$ cat src/rtl/coal_pkg.sv
package coal_pkg;

    typedef enum logic [1:0] {
        ST_IDLE  = 2'd0,
        ST_MERGE = 2'd1,
        ST_SPLIT = 2'd2
    } coal_state_e;

    // log2 of the element width in bytes; code 3 folds onto code 2
    function automatic logic [2:0] esize_shift(input logic [1:0] code);
        logic [2:0] sh;
        if (code >= 2'd2) sh = 3'd4;
        else              sh = {1'b0, code} + 3'd2;
        return sh;
    endfunction

endpackage

$ cat src/rtl/coal_check.sv
module coal_check #(
    parameter int NUM_LANES = 16,
    parameter int ADDR_W    = 32,
    localparam int LANE_W   = $clog2(NUM_LANES)
) (
    input  logic [NUM_LANES*ADDR_W-1:0] addr_flat,
    input  logic [NUM_LANES-1:0]        active,
    input  logic [2:0]                  esh,
    output logic                        merge_ok,
    output logic [ADDR_W-1:0]           base
);
    logic [ADDR_W-1:0]    lanes [NUM_LANES];
    logic [NUM_LANES-1:0] lane_ok;
    logic [LANE_W-1:0]    first;
    logic [ADDR_W-1:0]    region_mask;

    // lowest active thread anchors the candidate block
    always_comb begin
        first = '0;
        for (int k = NUM_LANES - 1; k >= 0; k--) begin
            if (active[k]) first = LANE_W'(k);
        end
    end

    assign base        = lanes[first] - (ADDR_W'(first) << esh);
    assign region_mask = (ADDR_W'(NUM_LANES) << esh) - ADDR_W'(1);

    for (genvar k = 0; k < NUM_LANES; k++) begin : g_lane
        assign lanes[k]   = addr_flat[k*ADDR_W +: ADDR_W];
        assign lane_ok[k] = !active[k] || (lanes[k] == base + (ADDR_W'(k) << esh));
    end

    assign merge_ok = (&lane_ok) && ((base & region_mask) == '0) && (|active);

endmodule

$ cat src/rtl/coal_pick.sv
module coal_pick #(
    parameter int NUM_LANES = 16,
    localparam int LANE_W   = $clog2(NUM_LANES)
) (
    input  logic [NUM_LANES-1:0] pend,
    output logic [LANE_W-1:0]    idx
);
    always_comb begin
        idx = '0;
        for (int k = NUM_LANES - 1; k >= 0; k--) begin
            if (pend[k]) idx = LANE_W'(k);
        end
    end
endmodule

$ cat src/rtl/coal_top.sv
module coal_top
    import coal_pkg::*;
#(
    parameter int NUM_LANES = 16,
    parameter int ADDR_W    = 32,
    localparam int LANE_W   = $clog2(NUM_LANES),
    localparam int BYTES_W  = $clog2(NUM_LANES*16) + 1
) (
    input  logic                        clk,
    input  logic                        rst_n,
    input  logic                        req_valid,
    output logic                        req_ready,
    input  logic [NUM_LANES*ADDR_W-1:0] req_addr,
    input  logic [NUM_LANES-1:0]        req_active,
    input  logic [1:0]                  req_esize,
    output logic                        txn_valid,
    input  logic                        txn_ready,
    output logic [ADDR_W-1:0]           txn_addr,
    output logic [BYTES_W-1:0]          txn_bytes,
    output logic                        txn_merged,
    output logic [LANE_W-1:0]           txn_lane
);
    coal_state_e          state_q;
    logic [ADDR_W-1:0]    lanes_q [NUM_LANES];
    logic [NUM_LANES-1:0] pend_q;
    logic [ADDR_W-1:0]    base_q;
    logic [2:0]           esh_q;

    logic [2:0]           esh_in;
    logic                 chk_ok;
    logic [ADDR_W-1:0]    chk_base;
    logic [LANE_W-1:0]    pick_idx;
    logic                 accept;
    logic                 last_one;

    assign esh_in    = esize_shift(req_esize);
    assign req_ready = (state_q == ST_IDLE);
    assign accept    = req_valid && req_ready;

    coal_check #(.NUM_LANES(NUM_LANES), .ADDR_W(ADDR_W)) u_check (
        .addr_flat (req_addr),
        .active    (req_active),
        .esh       (esh_in),
        .merge_ok  (chk_ok),
        .base      (chk_base)
    );

    coal_pick #(.NUM_LANES(NUM_LANES)) u_pick (
        .pend (pend_q),
        .idx  (pick_idx)
    );

    assign last_one = (pend_q & ~(NUM_LANES'(1) << pick_idx)) == '0;

    // state register and captured request
    always_ff @(posedge clk) begin
        if (!rst_n) begin
            state_q <= ST_IDLE;
            pend_q  <= '0;
            base_q  <= '0;
            esh_q   <= 3'd2;
            for (int k = 0; k < NUM_LANES; k++) lanes_q[k] <= '0;
        end else begin
            unique case (state_q)
                ST_IDLE: begin
                    if (accept) begin
                        for (int k = 0; k < NUM_LANES; k++)
                            lanes_q[k] <= req_addr[k*ADDR_W +: ADDR_W];
                        pend_q <= req_active;
                        base_q <= chk_base;
                        esh_q  <= esh_in;
                        if (req_active == '0) state_q <= ST_IDLE;
                        else if (chk_ok)      state_q <= ST_MERGE;
                        else                  state_q <= ST_SPLIT;
                    end
                end
                ST_MERGE: begin
                    if (txn_ready) begin
                        pend_q  <= '0;
                        state_q <= ST_IDLE;
                    end
                end
                ST_SPLIT: begin
                    if (txn_ready) begin
                        pend_q[pick_idx] <= 1'b0;
                        if (last_one) state_q <= ST_IDLE;
                    end
                end
                default: state_q <= ST_IDLE;
            endcase
        end
    end

    // outputs from state
    always_comb begin
        txn_valid  = 1'b0;
        txn_addr   = '0;
        txn_bytes  = '0;
        txn_merged = 1'b0;
        txn_lane   = '0;
        unique case (state_q)
            ST_IDLE: ;
            ST_MERGE: begin
                txn_valid  = 1'b1;
                txn_addr   = base_q;
                txn_bytes  = BYTES_W'(NUM_LANES) << esh_q;
                txn_merged = 1'b1;
            end
            ST_SPLIT: begin
                txn_valid  = 1'b1;
                txn_addr   = lanes_q[pick_idx];
                txn_bytes  = BYTES_W'(1) << esh_q;
                txn_lane   = pick_idx;
            end
            default: ;
        endcase
    end

    // a stalled transaction does not change
    a_r9_hold_stalled: assert property (@(posedge clk) disable iff (!rst_n)
        txn_valid && !txn_ready |=> txn_valid && $stable(txn_addr)
            && $stable(txn_bytes) && $stable(txn_lane) && $stable(txn_merged));

    // empty mask leaves the block idle
    a_r8_empty_silent: assert property (@(posedge clk) disable iff (!rst_n)
        accept && (req_active == '0) |=> !txn_valid && req_ready);

    // qualifying request shows its merged transfer one cycle later
    a_r6_merge_next: assert property (@(posedge clk) disable iff (!rst_n)
        accept && chk_ok |=> txn_valid && txn_merged);

    // merged block is a power of two, at least 16 words of 4 bytes, and aligned to itself
    a_r4_merge_aligned: assert property (@(posedge clk) disable iff (!rst_n)
        txn_valid && txn_merged |-> ($countones(txn_bytes) == 1)
            && (txn_bytes >= BYTES_W'(NUM_LANES*4))
            && ((txn_addr & (ADDR_W'(txn_bytes) - ADDR_W'(1))) == '0));

    // split transactions come out in rising thread order
    a_r7_split_order: assert property (@(posedge clk) disable iff (!rst_n)
        txn_valid && !txn_merged && txn_ready |=>
            !(txn_valid && !txn_merged) || (txn_lane > $past(txn_lane)));

    // a single-element transfer is 4, 8 or 16 bytes
    a_r3_elem_size: assert property (@(posedge clk) disable iff (!rst_n)
        txn_valid && !txn_merged |-> (txn_bytes == BYTES_W'(4))
            || (txn_bytes == BYTES_W'(8)) || (txn_bytes == BYTES_W'(16)));

endmodule

$ cat config.mk
export PLATFORM = sky130hd
export DESIGN_NAME = coal_top
export DESIGN_NICKNAME = d
export VERILOG_FILES = /design/src/rtl/coal_pkg.sv /design/src/rtl/coal_check.sv /design/src/rtl/coal_pick.sv /design/src/rtl/coal_top.sv
export SDC_FILE = /design/constraint.sdc
export NUM_CORES = 2
export LEC_CHECK = 0
export ABC_AREA = 1
export BUFFER_PORTS_ARGS = -buffer_cell sky130_fd_sc_hd__buf_2
export CORE_MARGIN = 2
export CORE_UTILIZATION = 35
export DETAILED_ROUTE_END_ITERATION = 10
export PLACE_DENSITY_LB_ADDON = 0.3
export SYNTH_ARGS = -nofsm -noshare
export SYNTH_HDL_FRONTEND = slang
export SYNTH_SLANG_ARGS = --single-unit
$ cat constraint.sdc
create_clock -name clk -period 28.4 [get_ports clk]
set_clock_uncertainty 0.1 [all_clocks]
set_input_delay 4.26 -clock clk [delete_from_list [all_inputs] [get_ports clk]]
set_output_delay 4.26 -clock clk [all_outputs]
set_load 0.05 [all_outputs]
==> results.sh <==
export IMPL_status="completed"
export IMPL_hold_end="base_q[6]"
export IMPL_drive_gt1_share_pct=12.5
export IMPL_clk_pin_slew_ns=0.06
export IMPL_drtAntennaViolNets=0
export IMPL_syn_cell_area_sq_mm=0.0497
export IMPL_multi_input_area_sq_mm=0.0280
export IMPL_antenna_found_initial=22
export IMPL_ir_worst_vdd_uv=46.3
export IMPL_drv_cap=0
export IMPL_cp_slowest_cell="nor4_1"
export IMPL_grt_pass1_vias=49938
export IMPL_synthXorXnorAreaFrac_pct=9.14
export IMPL_fillers=15120
export IMPL_die_h_um=381
export IMPL_via_per_inst=5.71
export IMPL_synth_area_per_cell_sq_um=6.80
export IMPL_yosys_warnings=0
export IMPL_grt_max_degree=150
export IMPL_tritoncts="yes"
export IMPL_yosys_area_top_type="edfxtp_1"
export IMPL_die_area_sq_mm=0.145
export IMPL_yosys_top_cells_count="nand2_1, inv_1, nor2_1"
export IMPL_dp_hpwl_mm=237
export IMPL_grt_pass1_wl_mm=405
export IMPL_fin_crit_ns=14.59
export IMPL_crit_path_start_kind="primary input"
export IMPL_nNetsFinal=8388
export IMPL_cp_max_fo=37
export IMPL_portBuffers=581
export IMPL_fmax_mhz=68.6
export IMPL_cpPeakStageDelay_ns=0.77
export IMPL_synth_most_common_cell="nand2_1"
export IMPL_crit_top_cell="nand2_1"
export IMPL_netlist_area_leader_share_pct=30.9
export IMPL_postCtsSetupBuffers=0
export IMPL_r2r_start="state_q[0]"
export IMPL_routed_wl_mm=300
export IMPL_synth_top_family_by_area="simple AND/OR/NAND/NOR gates"
export IMPL_period_share_pct=51.4
export IMPL_slew_headroom_pct=8.25
export IMPL_drt_first_iter_violations=8288
export IMPL_clkLatencyLatePin_ns=0.69
export IMPL_hold_violations=0
export IMPL_dr_pass1_iters=7
export IMPL_cp_arrival_ns=15.05
export IMPL_ys_seq_area_share_pct=33.1
export IMPL_async_flop_share_pct=0
export IMPL_cts_sinks=565
export IMPL_worstRegToRegCells=9
export IMPL_syn_inst=7311
export IMPL_power_leakage_uw=0.0282
export IMPL_core_area_sq_mm=0.141
export IMPL_worstReg2RegEnd="lanes_q[14][20]"
export IMPL_synthFlopType="edfxtp_1"
export IMPL_synth_distinct_cells=63
export IMPL_yosys_area_share_simple_pct=33.2
export IMPL_routedWlPerCell_um=30.9
export IMPL_rrSetupSlack_ns=23.45
export IMPL_rows=138
export IMPL_tightest_slew_ns=1.38
export IMPL_critPathRequiredTime_ns=28.86
export IMPL_clockRootBuffer="clkbuf_16"
export IMPL_hold_path_class="flop to flop"
export IMPL_die_w_um=381
export IMPL_holdPathStages=2
export IMPL_synth_edff_count=512
export IMPL_initial_core_util_pct=35.2
export IMPL_rsz0062_at_grt="false"
export IMPL_slew_violations=0
export IMPL_finalNonFillerCells=9715
export IMPL_holdBufCountCts=0
export IMPL_num_vias=55478
export IMPL_clockBufferDepth=3
export IMPL_setup_viol=0
export IMPL_io_pin_count=582
export IMPL_holdCritStartpoint="base_q[6]"
export IMPL_place_gp_congestion=1.10
export IMPL_synth_fa_ha_area_share_pct=2.51
export IMPL_h_tree_depth=3
export IMPL_cts_resized=0
export IMPL_grt_remaining_overflow=0
export IMPL_area_growth_pct=14.4
export IMPL_synth_compound_area_share_pct=10.9
export IMPL_end_kind="flop"
export IMPL_register_area_sq_mm=0.0164
export IMPL_drc=0
export IMPL_finalSetupTns_ns=0
export IMPL_synth_area_leaders="edfxtp_1, nand2_1, nand3_1"
export IMPL_track_usage_pct=39.7
export IMPL_synthMuxAreaShare_pct=0
export IMPL_ys_seq_elements=565
export IMPL_p_per_area_mw_per_mm2=74.1
export IMPL_placedCellCount=9576
export IMPL_worstSetupPathType="primary input to flop"
export IMPL_cts_buffers_inserted=71
[worst max-delay path: cells and delay by family]
kind	cells	cell delay [ns]
xor gates and xnor gates	1	0.71
AOI/OAI and AO/OA	4	1.30
adders and majority gates	1	0.33
and+or+nand+nor	30	5.71
buffers and inverters	8	2.58
[area by class of cell]
| cell class | count | area share [%] |
|---|---|---|
| Timing Repair Buffer | 681 | 6.55 |
| Antenna cell | 13 | 0.0572 |
| Sequential cell | 565 | 28.9 |
| Clock inverter | 34 | 0.728 |
| Multi-Input combinational cell | 5381 | 49.2 |
| Inverter | 1059 | 7.03 |
| Tap cell | 1890 | 4.16 |
| Clock buffer | 92 | 3.35 |
[power by group]
group,leakage (uW),internal (uW),switching [uW]
combinational,0.0212,577,1630
sequential,0.00597,1030,33.2
clock,0.00113,541,398
[sequential cells by signal (all words and copies together), names as in the netlist]
register  cells
state_q       2
base_q       32
esh_q         3
pend_q       16
lanes_q     512
[logic make-up (layout without fill, tap and decap cells)]
kind of cell	Yosys count	after routing
buffers and inverters	1414	1866
XOR/XNOR	509	509
AO/OA/AOI/OAI	881	881
AND/OR/NAND/NOR	3845	3845
flip-flops	565	565
other	2	64
adder cells (fa/ha/maj)	95	95
[layout by cell type (no fill, tap or decap), types with 20 or more instances in the layout]
cell type,count
o21bai_1,43
o2111ai_1,21
nand4_1,77
nand2_1,1778
dfxtp_1,53
ha_1,85
conb_1,51
o211ai_1,40
nor3_1,57
o21ai_1,25
clkbuf_16,72
o21ai_0,229
a31oi_1,21
nand3b_1,24
edfxtp_1,512
nand2_2,52
o221ai_1,47
buf_2,580
xor2_1,421
xnor2_1,82
or2_2,42
o31ai_1,58
inv_2,21
o22ai_1,145
nor2_1,915
nor2_2,26
a21oi_1,198
nor2_4,20
buf_4,95
nand3_1,804
nor4_1,22
inv_1,1025
[worst max-delay path by stage]
stage,start,to,depth (start not counted)
floorplan,req_valid,lanes_q[0][0],4
global placement,req_active[9],state_q[1],43
detailed placement,req_active[9],state_q[1],43
CTS,req_active[9],state_q[1],43
global route,req_active[9],state_q[0],43
finish,req_active[9],state_q[1],44
[metrics by stage]
stage               total power, uW  hold slack, ns  util (%)  worst slack (ns)  area [sq um]
floorplan                      2360           0.326         -             13.04         49900
global route                   4360           0.375      40.3             13.77         56900
global placement               3200           0.339      38.6             13.53         54500
finish                         4210           0.355      40.3             13.81         56900
CTS                            4140           0.357      40.2             14.35         56800
detailed placement             3200           0.345      38.6             13.66         54500
[metal layers]
layer	track usage (%)	up-vias	share of wire (%)
met2	58.7	3579	42
met3	8.06	642	11
met1	55.7	26629	42
met5	0	-	0.015
li1	-	24618	-
met4	17.5	10	5.0
Note: power is estimated with default switching activity, not from simulation.
